`src/rtl/rsv_pkg.sv`:
```
package rsv_pkg;
  typedef enum logic [1:0] {
    RSV_COPY      = 2'd0,
    RSV_FILL_ONE  = 2'd1,
    RSV_FILL_QUAD = 2'd2,
    RSV_RSVD      = 2'd3
  } rsv_mode_e;
endpackage

```
`src/rtl/rsv_fill_select.sv`:
```
module rsv_fill_select #(
  parameter int WORD_W     = 32,
  parameter int LANES      = 4,
  parameter int NFILL      = 4,
  parameter int X_W        = 16,
  parameter int STRIPE_LOG = 2,
  localparam int SEL_W     = $clog2(NFILL),
  localparam int MASK_W    = LANES * NFILL
) (
  input  logic [1:0]              mode,
  input  logic [NFILL*WORD_W-1:0] fill_vals,
  input  logic [MASK_W-1:0]       mask,
  input  logic [X_W-1:0]          x,
  input  logic                    ts_en,
  input  logic                    tile_clr,
  output logic [WORD_W-1:0]       fill_word,
  output logic [LANES-1:0]        lane_en,
  output logic                    use_fill
);
  import rsv_pkg::*;

  logic [SEL_W-1:0] k;

  always_comb begin
    if (mode == RSV_FILL_QUAD) k = x[STRIPE_LOG +: SEL_W];
    else                       k = '0;
    fill_word = fill_vals[k*WORD_W +: WORD_W];
    lane_en   = mask[k*LANES +: LANES];
    use_fill  = (mode == RSV_FILL_ONE) || (mode == RSV_FILL_QUAD) ||
                (ts_en && tile_clr);
  end
endmodule

```
`src/rtl/rsv_lane_merge.sv`:
```
module rsv_lane_merge #(
  parameter int WORD_W  = 32,
  parameter int LANE_W  = 8,
  localparam int LANES  = WORD_W / LANE_W
) (
  input  logic [WORD_W-1:0] src,
  input  logic [WORD_W-1:0] dst,
  input  logic [WORD_W-1:0] fill_word,
  input  logic [LANES-1:0]  lane_en,
  input  logic              use_fill,
  output logic [WORD_W-1:0] merged
);
  for (genvar i = 0; i < LANES; i++) begin : g_lane
    always_comb begin
      if (!use_fill)       merged[i*LANE_W +: LANE_W] = src[i*LANE_W +: LANE_W];
      else if (lane_en[i]) merged[i*LANE_W +: LANE_W] = fill_word[i*LANE_W +: LANE_W];
      else                 merged[i*LANE_W +: LANE_W] = dst[i*LANE_W +: LANE_W];
    end
  end
endmodule

```
`src/rtl/rsv_clear_pipe.sv`:
```
module rsv_clear_pipe #(
  parameter int WORD_W     = 32,
  parameter int LANE_W     = 8,
  parameter int NFILL      = 4,
  parameter int X_W        = 16,
  parameter int STRIPE_LOG = 2,
  localparam int LANES     = WORD_W / LANE_W,
  localparam int MASK_W    = LANES * NFILL
) (
  input  logic                    clk,
  input  logic                    rst,
  input  logic [1:0]              cfg_mode,
  input  logic [NFILL*WORD_W-1:0] cfg_fill,
  input  logic [MASK_W-1:0]       cfg_mask,
  input  logic                    ts_en,
  input  logic                    in_valid,
  output logic                    in_ready,
  input  logic [X_W-1:0]          in_x,
  input  logic [WORD_W-1:0]       in_src,
  input  logic [WORD_W-1:0]       in_dst,
  input  logic                    in_tile_clr,
  output logic                    out_valid,
  input  logic                    out_ready,
  output logic [WORD_W-1:0]       out_data
);
  logic [WORD_W-1:0] fill_word;
  logic [LANES-1:0]  lane_en;
  logic              use_fill;
  logic [WORD_W-1:0] merged;
  logic              take;

  rsv_fill_select #(
    .WORD_W(WORD_W), .LANES(LANES), .NFILL(NFILL),
    .X_W(X_W), .STRIPE_LOG(STRIPE_LOG)
  ) u_sel (
    .mode(cfg_mode), .fill_vals(cfg_fill), .mask(cfg_mask), .x(in_x),
    .ts_en(ts_en), .tile_clr(in_tile_clr),
    .fill_word(fill_word), .lane_en(lane_en), .use_fill(use_fill)
  );

  rsv_lane_merge #(.WORD_W(WORD_W), .LANE_W(LANE_W)) u_merge (
    .src(in_src), .dst(in_dst), .fill_word(fill_word),
    .lane_en(lane_en), .use_fill(use_fill), .merged(merged)
  );

  assign in_ready = !out_valid || out_ready;
  assign take     = in_valid && in_ready;

  always_ff @(posedge clk) begin
    if (rst) begin
      out_valid <= 1'b0;
      out_data  <= '0;
    end else begin
      if (take) begin
        out_valid <= 1'b1;
        out_data  <= merged;
      end else if (out_ready) begin
        out_valid <= 1'b0;
      end
    end
  end
endmodule

```
`config.mk`:
```
export PLATFORM = sky130hd
export DESIGN_NAME = rsv_clear_pipe
export DESIGN_NICKNAME = d
export VERILOG_FILES = /design/src/rtl/rsv_pkg.sv /design/src/rtl/rsv_fill_select.sv /design/src/rtl/rsv_lane_merge.sv /design/src/rtl/rsv_clear_pipe.sv
export SDC_FILE = /design/constraint.sdc
export NUM_CORES = 1
export LEC_CHECK = 0
export BUFFER_PORTS_ARGS = -buffer_cell sky130_fd_sc_hd__buf_2
export CORE_AREA = 2 2 103 105
export DETAILED_ROUTE_END_ITERATION = 10
export DIE_AREA = 0 0 105 107
export PLACE_DENSITY = 0.65
export SLEW_MARGIN = 30
export SYNTH_ARGS = -nofsm -noshare
export SYNTH_HDL_FRONTEND = slang
export SYNTH_SLANG_ARGS = --single-unit
```
`constraint.sdc`:
```
create_clock -name clk -period 2.6 [get_ports clk]
set_input_delay 0.52 -clock clk [delete_from_list [all_inputs] [get_ports clk]]
set_output_delay 0.52 -clock clk [all_outputs]
set_load 0.02 [all_outputs]
```
Word level (Yosys, flattened, before mapping):

Index checks and enable logic that the tools add are counted.

* register bits after elaboration: 33
* input bits: 232
* output and inout port bits: 34
* word-level logic and storage cells: 24

* equality and inequality tests: 2
* shift operators: 2
* muxes and demuxes: 11
* reduce and logical (&&, ||, !) cells: 7

Operator list (count)
* $shiftx 128x8->32: 1
* $mux 8: 8
* $shiftx 16x5->4: 1
* $logic_or 1x1->1: 3
* $eq 2x1->1 const B: 1
* $eq 2x2->1 const B: 1
* $logic_and 1x1->1: 2
* $mux 1: 2
* $mux 2: 1
* $reduce_bool 2->1: 1
* $logic_not 1->1: 1

Longest topological paths before layout:

Gate-level depths: netlist of the first run.

* word-level depth: 5
* gate-level depth with buffers: 8
* mapped depth without buffers: 6

By module:

From an unflattened synthesis of the first run, not the netlist that was laid out.

* cell total of the unflattened synthesis: 466
* area, all modules: 3530.9 sq um

Modules (own cells, without submodules)
* rsv_clear_pipe: times used 1, cells an instance 150, area each 1443.9 sq um, seq. area each 660.6 sq um
* rsv_fill_select: times used 1, cells an instance 209, area each 1325.0 sq um, seq. area each 0.0 sq um
* rsv_lane_merge: times used 1, cells an instance 107, area each 762.0 sq um, seq. area each 0.0 sq um

Worst setup path after synthesis of the first run:

Ideal clock, no wire load.

* kind: input to register
* from: input port cfg_mode[0]
* to: register out_data[0]
* library setup time: 119 ps
* arrival: 1960 ps
* required time: 2481 ps
* setup slack: 521 ps
* stages on the path: 7
* buffers on the path: 1
* cell sequence: inv_1 -> ha_1 -> a21boi_1 -> nor3b_2 -> a21bo_2 -> buf_2 -> o221a_2

* cells in the longest elaborated chain, start to end: 5
* elaborated cells on any way between the ends: 9
* classes of those cells: eq/ne (2); shift (2); mux (3); reduce/logical (2)

RTL lines
* from (decl): line rsv_clear_pipe.sv:12 `input logic [1:0] cfg_mode,`
* $eq 2x2->1: line rsv_fill_select.sv:25, rsv_fill_select.sv:29
* $mux 2: line rsv_fill_select.sv:25 `if (mode == RSV_FILL_QUAD) k = x[STRIPE_LOG +: SEL_W];`
* $shiftx 128x8->32 or $shiftx 16x5->4 (tied branches): line rsv_fill_select.sv:27, rsv_fill_select.sv:28
* $mux 8: line rsv_lane_merge.sv:16 `else if (lane_en[i]) merged[i*LANE_W +: LANE_W] = fill_word[i*LANE_W +: LANE_W];`
* $mux 8 *: line rsv_lane_merge.sv:15 `if (!use_fill) merged[i*LANE_W +: LANE_W] = src[i*LANE_W +: LANE_W];`
* to (signal assigned): line rsv_clear_pipe.sv:56 `out_data <= merged;`
* to (decl): line rsv_clear_pipe.sv:24 `output logic [WORD_W-1:0] out_data`

Mark *: on every way between the ends. The rest lies on a longest branch, timed or not.
A chain may end at the register's enable or synchronous reset.

Final worst setup path of the first run:

* from: input port cfg_mode[0]
* to: register out_data[10]

The elaborated chain is that of the path after synthesis.

==> flow_summary.ini, run 1 <==
[synth]
synth_cells = 334
synth-seq-cells = 33
syn-cell-area_um2 = 3043
yosys_warnings = 0
syn_nets = 567
synth_area_per_cell_um2 = 9.111
ys_types = 27
yosysSeqAreaShare_pct = 21.71

[clock_network]
insertion_delay_ps = 290
numClockSinks = 33
htreeDepth = 2
cts-resized-gates = 0
cts_buffers = 5
cts_root_buffer = clkbuf_8
path_clk_slew_ps = 80
clk_path_buf_depth = 2
post_cts_buffers = 0
hold_buffers = 0
cts_tree = built

[placed_design]
dp_hpwl_um = 9579
place_congestion = 0.8189
portBuffers = 251
place_area_um2 = 4349

[floorplan]
start_util_pct = 30.15
dieArea_um2 = 11240
die_w_um = 105
core_area_um2 = 10090
die_h_um = 107
rows = 37
io_pins = 266

[pwr]
power_frac_comb_pct = 40.2
max-vdd-ir-drop_v = 0.0002414
p_clk_share_pct = 26.2
p_switching_uw = 591.1
p_int_mw = 1.152
cellPowerDensity_nw_per_um2 = 391.6
power_leakage_nw = 2.353
finalPower_mw = 1.743
swShare_pct = 33.91
pwr-share-seq_pct = 33.6

[timing]
max_freq_mhz = 509.5
setup_viol = 0
tightest_slew_ps = 650.1
post-route-min-period_ps = 1963
rsz0062_at_grt = no
fin_setup_tns_ps = 0
fin_crit_sh_pct = 75.48
maxSlewViolCount = 0
relSlewSlack_pct = 56.66
hold_violations = 0
clock_skew_ps = 11.64

[grt]
grt_pass1_vias = 3791
grt_max_degree = 42
antenna_found_initial = 0
grt_usage_pct = 20.72
grt_first_pass_wirelength_um = 18810
overflow = 0

[setup_path]
crit_type = in2reg
critPathSlowestCell = o221a_2
slowest_delay_ps = 400
endpoint_kind = register
arrival_ps = 2140
required_ps = 2780
critPathMaxFanout = 8
crit_path_cell_trace = buf_2, inv_1, ha_2, a21boi_1, nor3b_2, buf_4, nand3_1, o221a_2
startpoint_type = input pin

[run_status]
status = finished, final reports clean

[routing]
routedWlPerCell_um = 17.04
vias = 3640
viasPerCell = 5.163
drc = 0
ant_nets = 0
drt_iter0_markers = 218
wl_um = 12010
firstDrtPassIters = 4

[cells_and_area]
post_route_cells_drive_above_1_share_pct = 61.16
final_nets = 801
design_area_um2 = 4451
n_antenna_cell = 0
syn2layout_area_growth_pct = 46.26
final_common_cell = buf_2
final_cell_mix = buf_2, o221a_2, nor3b_1

[job]
drv_cap = 0

[min_path]
hp-class = in2reg
[registers in the layout, summed over array words and instances (netlist names)]
signal	flops
out_valid	1
out_data	32
[layer usage]
layer | track usage, % | vias to the layer above | share of wire, %
met2 | 37.15 | 189 | 49
met4 | 4.857 | 0 | 1.3
met3 | 4.498 | 14 | 8.6
met5 | 0 | - | 0
li1 | - | 1793 | -
met1 | 25.24 | 1644 | 41
[cells by family (layout without fill, tap and decap cells)]
group                      count (synthesis)  in the layout  synth area share, %
AOI/OAI and AO/OA                        139            139                40.46
muxes                                     36             36                12.01
DFF                                       33             33                21.71
and+or+nand+nor                           85             85                17.39
adders and majority gates                  1              1               0.4111
buffers and inverters                     40            275                8.018
[Yosys cell counts, drive strengths merged]
master	n	area (µm²)
nor3b	37	282.8
nand2b	5	33.78
inv	3	11.26
mux2	4	45.04
clkbuf	21	78.83
dfxtp	33	660.6
buf	16	153.9
nor2	32	120.1
mux2i	32	320.3
and2	2	12.51
a21o	32	240.2
a21boi	1	7.510
a21bo	4	40.04
ha	1	12.51
o221a	64	720.7
a21oi	33	165.2
a211oi	4	50.05
o21a	1	7.510
and4b	4	40.04
nand3	5	40.04
[critical path: cells and delay by family]
kind,cells,cell delay (ps)
buf+inv,3,330
fa+ha+maj,1,260
compound gates,2,540
simple gates,2,500
[power groups by stage]
stage	combinational (mW)	sequential (mW)	clock, mW
after floorplan	0.355	0.655	0
after global placement	0.688	0.595	0
after detailed placement	0.700	0.596	0
after CTS	0.702	0.586	0.466
after global routing	0.763	0.592	0.492
final	0.700	0.586	0.457
[per-stage QoR]
step / cells / worst slack [ps] / hold slack [ps] / util [%]
2_1_floorplan: 334 / 521.3 / 589.1 / -
3_3_place_gp: 697 / 344.7 / 510.3 / 43.09
3_5_place_dp: 697 / 338.0 / 533.0 / 43.09
4_1_cts: 705 / 649.0 / 391.9 / 44.10
5_1_grt: 705 / 524.7 / 396.3 / 44.10
6_report: 705 / 637.4 / 396.2 / 44.10
[path summary, 6_finish.rpt]
check / start / endpoint / slack [ps] / cells after the start
max reg2reg: out_valid$_SDFFE_PP0P_ / out_data[27]$_SDFFE_PP0P_ / 780 / 5
max: cfg_mode[0] / out_data[10]$_SDFFE_PP0P_ / 640 / 8
min reg2reg: out_valid$_SDFFE_PP0P_ / out_valid$_SDFFE_PP0P_ / 550 / 2
min: rst / out_valid$_SDFFE_PP0P_ / 400 / 2
[area by class of cell]
class                   instances  area [µm²]
clock inverters                 1       5.005
multi-input cells             261        2141
repair buffers                264        1366
fillers                      1053        5642
clock buffers                   7       96.34
well taps                     136       170.2
inverters                       3       11.26
flip-flops and latches         33       660.6
Power figures use the tool's default switching activity.
==> inputs of run 2 (changes only) <==
ABC_AREA = 1   (was default)
CORE_AREA = default   (was 2 2 103 105)
CORE_ASPECT_RATIO = 0.8   (was default)
CORE_UTILIZATION = 40   (was default)
DIE_AREA = default   (was 0 0 105 107)
PLACE_DENSITY = 0.76   (was 0.65)
clock period = 1.87 ns   (was 2.6 ns; I/O delays follow)
==> run 2 against run 1 <==
Compared with the run above:
- power increased by 60%
- via count up 43%
- utilization rose by 15 points
- synthesized cell count up 120%
- hold slack improved by 22 ps
- largest cell class unchanged
==> flow_summary.ini, run 2 <==
[run_status]
status = finished, final reports clean

[setup_path]
crit_type = in2reg
slowest_delay_ps = 300
arrival_ps = 1870
ff2ff_path_depth = 6
critPathMaxFanout = 9
required_ps = 2080
crit_path_cell_trace = buf_2, inv_1, ha_2, nand2_4, buf_4, nand2_2, nand3_4, nand2_4, nand2_1, nand3_1, nand2_1, a21oi_2
endpoint_kind = register
startpoint_type = input pin
critPathSlowestCell = ha_2

[routing]
drt_iter0_markers = 317
drc = 0
routedWlPerCell_um = 12.60
ant_nets = 0
firstDrtPassIters = 5
wl_um = 13730
vias = 5207
viasPerCell = 4.777

[placed_design]
pre_cts_slack_ps = -88.27
place_area_um2 = 5353
dp_hpwl_um = 10990
portBuffers = 251
place_congestion = 0.8609

[timing]
hold_violations = 0
maxSlewViolCount = 0
fin_crit_sh_pct = 88.77
setup_slack_ps = 210.0
setup_viol = 0
tightest_slew_ps = 422.6
max_freq_mhz = 602.4
fin_setup_tns_ps = 0
rsz0062_at_grt = no
post-route-min-period_ps = 1660
clock_skew_ps = 3.846
hold_slack_ps = 417.8
relSlewSlack_pct = 71.82

[floorplan]
core_area_um2 = 9309
dieArea_um2 = 10240
die_h_um = 90.72
io_pins = 266
rows = 31
start_util_pct = 42.27
die_w_um = 112.9

[cells_and_area]
top_register = out_data
post_route_cells_drive_above_1_share_pct = 34.56
final_common_cell = buf_2
largest_reg_flops = 32
n_antenna_cell = 0
reg_top3 = out_data x32, out_valid x1
final_cell_mix = buf_2, nand2_1, nor2_1
syn2layout_area_growth_pct = 39.55
design_area_um2 = 5492
final_nets = 1207

[synth]
synth-seq-cells = 33
ys.flop_type = dfxtp_1
synth_commonest_cells = nand2_1, nor2_1, nand3_1
synth_cells = 736
syn_nets = 969
yosysSeqAreaShare_pct = 16.79
synth_area_leaders = nand2_1, dfxtp_1, nand3_1
synth_top_area_share_pct = 22.89
yosysMostFrequentCell = nand2_1
syn-cell-area_um2 = 3935
ys_types = 21
yosys_warnings = 0
async_reset_ff_share_pct = 0
synth-edff-count = 0
synth_area_per_cell_um2 = 5.347
synth_top_cell_by_area = nand2_1

[grt]
grt_first_pass_wirelength_um = 21940
overflow = 0
grt_max_degree = 60
grt_usage_pct = 26.74
grt.met3_usage_pct = 4.698
grt_use_met2_pct = 49.23
grt-busiest-layer = met2
antenna_found_initial = 0
grt_use_met1_pct = 31.62
grt_pass1_vias = 4751

[pwr]
p_switching_mw = 1.009
power_frac_comb_pct = 43.2
pwr-share-seq_pct = 28.7
max-vdd-ir-drop_v = 0.0004219
finalPower_mw = 2.780
power_leakage_nw = 3.352
p_int_mw = 1.771
swShare_pct = 36.30
p_clk_share_pct = 28.1
cellPowerDensity_nw_per_um2 = 506.2

[clock_network]
cts-resized-gates = 0
htreeDepth = 2
path_clk_slew_ps = 50
cts_buffers = 5
cts_tree = built
clk_path_buf_depth = 2
hold_buffers = 0
cts_root_buffer = clkbuf_16
post_cts_buffers = 0
numClockSinks = 33
insertion_delay_ps = 270

[min_path]
holdPathStages = 4
hp-class = in2reg

[job]
drv_cap = 0
==> run 2: power by group through the flow <==
stage | Clock [mW] | Sequential, mW | Combinational [mW]
after floorplan | 0 | 0.889 | 0.651
final | 0.782 | 0.797 | 1.20
after global placement | 0 | 0.810 | 1.19
after detailed placement | 0 | 0.810 | 1.20
after CTS | 0.790 | 0.797 | 1.21
after global routing | 0.828 | 0.806 | 1.34
==> run 2: cell families after synthesis <==
group	after synthesis	synth area share (%)
flops	33	16.79
buf+inv	151	17.93
compound gates	33	5.533
simple gates	518	59.43
fa+ha+maj	1	0.3179
==> run 2: path summary, 6_finish.rpt <==
check / from / to / slack [ps]
max: cfg_mode[0] / out_data[9]$_SDFFE_PP0P_ / 210
min: out_ready / out_valid$_SDFFE_PP0P_ / 420
max reg2reg: out_valid$_SDFFE_PP0P_ / out_data[18]$_SDFFE_PP0P_ / 590
min reg2reg: out_data[19]$_SDFFE_PP0P_ / out_data[19]$_SDFFE_PP0P_ / 460
==> run 2: final cells by class <==
class	instances	area (µm²)
Fill cell	969	3817
Multi-Input combinational cell	552	2576
Timing Repair Buffer	274	1567
Sequential cell	33	660.6
Inverter	108	405.4
Tap cell	115	143.9
Clock buffer	6	128.9
Clock inverter	2	10.01
==> run 2: critical path, delay by kind of cell <==
kind	cells	cell delay, ps
buf+inv	3	320
fa+ha+maj	1	300
compound gates	1	120
simple gates	7	740
==> run 2: per-layer routing <==
layer,up-vias,part of all wire (%)
li1,2712,-
met1,2239,41
met2,232,49
met3,24,6.4
met4,0,2.7
met5,-,0
==> run 2: per-stage QoR <==
| stage | std cells | util [%] |
|---|---|---|
| floorplan | 736 | - |
| global placement | 1082 | 57.50 |
| detailed placement | 1082 | 57.50 |
| CTS | 1090 | 58.99 |
| global route | 1090 | 58.99 |
| finish | 1090 | 58.99 |
==> inputs of run 3 (changes only) <==
PLACE_DENSITY = 0.81   (was 0.76)
RECOVER_POWER = 100   (was default)
==> run 3 against run 2 <==
Compared with the run above:
- global-route usage up 0.081 points
- worst setup slack worse by 9.0 ps
- final cell count is 0.73% higher
- first-iteration DRC count is 16% higher
- cell area is 0.57% higher
==> flow_summary.ini, run 3 (synthesis results as in run 2) <==
[run_status]
status = finished, final reports clean

[grt]
overflow = 0
grt_first_pass_wirelength_um = 22020
grt_pass1_vias = 4775
grt_use_met2_pct = 51.34
grt_use_met1_pct = 30.30
grt.met3_usage_pct = 5.369
grt-busiest-layer = met2
grt_usage_pct = 26.82
grt_max_degree = 56
antenna_found_initial = 0

[clock_network]
cts_root_buffer = clkbuf_16
cts_tree = built
path_clk_slew_ps = 50
cts_buffers = 5
clk_path_buf_depth = 2
insertion_delay_ps = 280
post_cts_buffers = 0
numClockSinks = 33
htreeDepth = 2

[timing]
relSlewSlack_pct = 66.63
post-route-min-period_ps = 1669
tightest_slew_ps = 499.4
fin_setup_tns_ps = 0
maxSlewViolCount = 0
hold_slack_ps = 409.9
fin_crit_sh_pct = 89.25
setup_viol = 0
clock_skew_ps = 3.675
rsz0062_at_grt = no
max_freq_mhz = 599.2
hold_violations = 0

[pwr]
max-vdd-ir-drop_v = 0.0006762
cellPowerDensity_nw_per_um2 = 507.5
power_leakage_nw = 3.274

[routing]
routedWlPerCell_um = 12.71
drt_iter0_markers = 368
drc = 0
vias = 5279
wl_um = 13960
firstDrtPassIters = 5
viasPerCell = 4.808
ant_nets = 0

[floorplan]
die_w_um = 112.9
rows = 31
dieArea_um2 = 10240
die_h_um = 90.72
io_pins = 266
start_util_pct = 42.27
core_area_um2 = 9309

[cells_and_area]
post_route_cells_drive_above_1_share_pct = 31.13
design_area_um2 = 5523
n_antenna_cell = 0
final_common_cell = nand2_1
top_register = out_data
syn2layout_area_growth_pct = 40.35
final_cell_mix = nand2_1, buf_2, nor2_1
reg_top3 = out_data x32, out_valid x1
final_nets = 1216
largest_reg_flops = 32
n_fill_cell = 969

[setup_path]
critPathMaxFanout = 14
cp_num_buf_inv = 3
crit_path_cell_trace = buf_2, inv_1, ha_4, nand2_4, clkbuf_2, nand2_2, nand3_4, nand2_4, nand2_1, nand3_1, nand2_1, a21oi_1
slowest_delay_ps = 230
startpoint_type = input pin
crit_type = in2reg
endpoint_kind = register
critical_path.startpoint = cfg_mode[0]
critPathSlowestCell = ha_4
r2r-start = out_valid$_SDFFE_PP0P_
required_ps = 2070
crit_family = simple AND/OR/NAND/NOR gates
arrival_ps = 1870

[placed_design]
portBuffers = 251
place_area_um2 = 5433
dp_hpwl_um = 11140
place_congestion = 0.8700

[min_path]
min_from = out_ready
hp-class = in2reg

[job]
drv_cap = 0
## run 3: changes by cell type in the layout (fill, tap and decap cells not counted), moves of 2 or more
cell	delta
a21oi_1	+4
buf_2	-34
clkinv_2	-2
a21oi_2	-4
buf_4	+7
clkbuf_1	+34
## run 3: layout make-up
class,count,area (µm²),share of cell area [%]
Clock buffer,7,142.6,2.583
Inverter,108,405.4,7.340
Timing Repair Buffer,283,1602,29.00
Multi-Input combinational cell,552,2569,46.51
Tap cell,115,143.9,2.605
Sequential cell,33,660.6,11.96
## run 3: worst register-to-register path, cell delays in order (launching register included)
cell	delay (ps)
dfxtp_1	300
nand2_1	100
nand2_1	310
buf_4	320
nor2_1	110
nand2_1	80
a21oi_2	130
## run 3: repair_timing
item                       CTS  global route
setup endpoints to repair    0            15
hold buffers                 0             0
gates resized for setup      0             1
## run 3: routing by layer
metal / vias to the layer above / wire length [µm]
met5: - / 0
met4: 0 / 255
met3: 22 / 985
met2: 240 / 7049
met1: 2292 / 5669
li1: 2725 / -
## run 3: path summary, 6_finish.rpt
check | to | slack (ps) | depth (start not counted)
max | out_data[21]$_SDFFE_PP0P_ | 200 | 12
min | out_valid$_SDFFE_PP0P_ | 410 | 4
min reg2reg | out_data[7]$_SDFFE_PP0P_ | 460 | 2
max reg2reg | out_data[5]$_SDFFE_PP0P_ | 450 | 6
## run 3: metrics by stage
step / setup slack [ps] / instances / util, % / power (mW)
final: 201.1 / 1098 / 59.33 / 2.803
after global routing: 34.11 / 1098 / 59.33 / 2.994
after CTS: 100.7 / 1098 / 59.89 / 2.840
after detailed placement: -186.3 / 1091 / 58.36 / 2.030
after global placement: -166.9 / 1091 / 58.36 / 2.017
after floorplan: 256.9 / 736 / - / 1.540
## run 3: power by group
part | switching, mW | internal, mW | total (mW)
combinational | 0.691 | 0.507 | 1.20
sequential | 0.0346 | 0.768 | 0.803
clock | 0.280 | 0.522 | 0.802
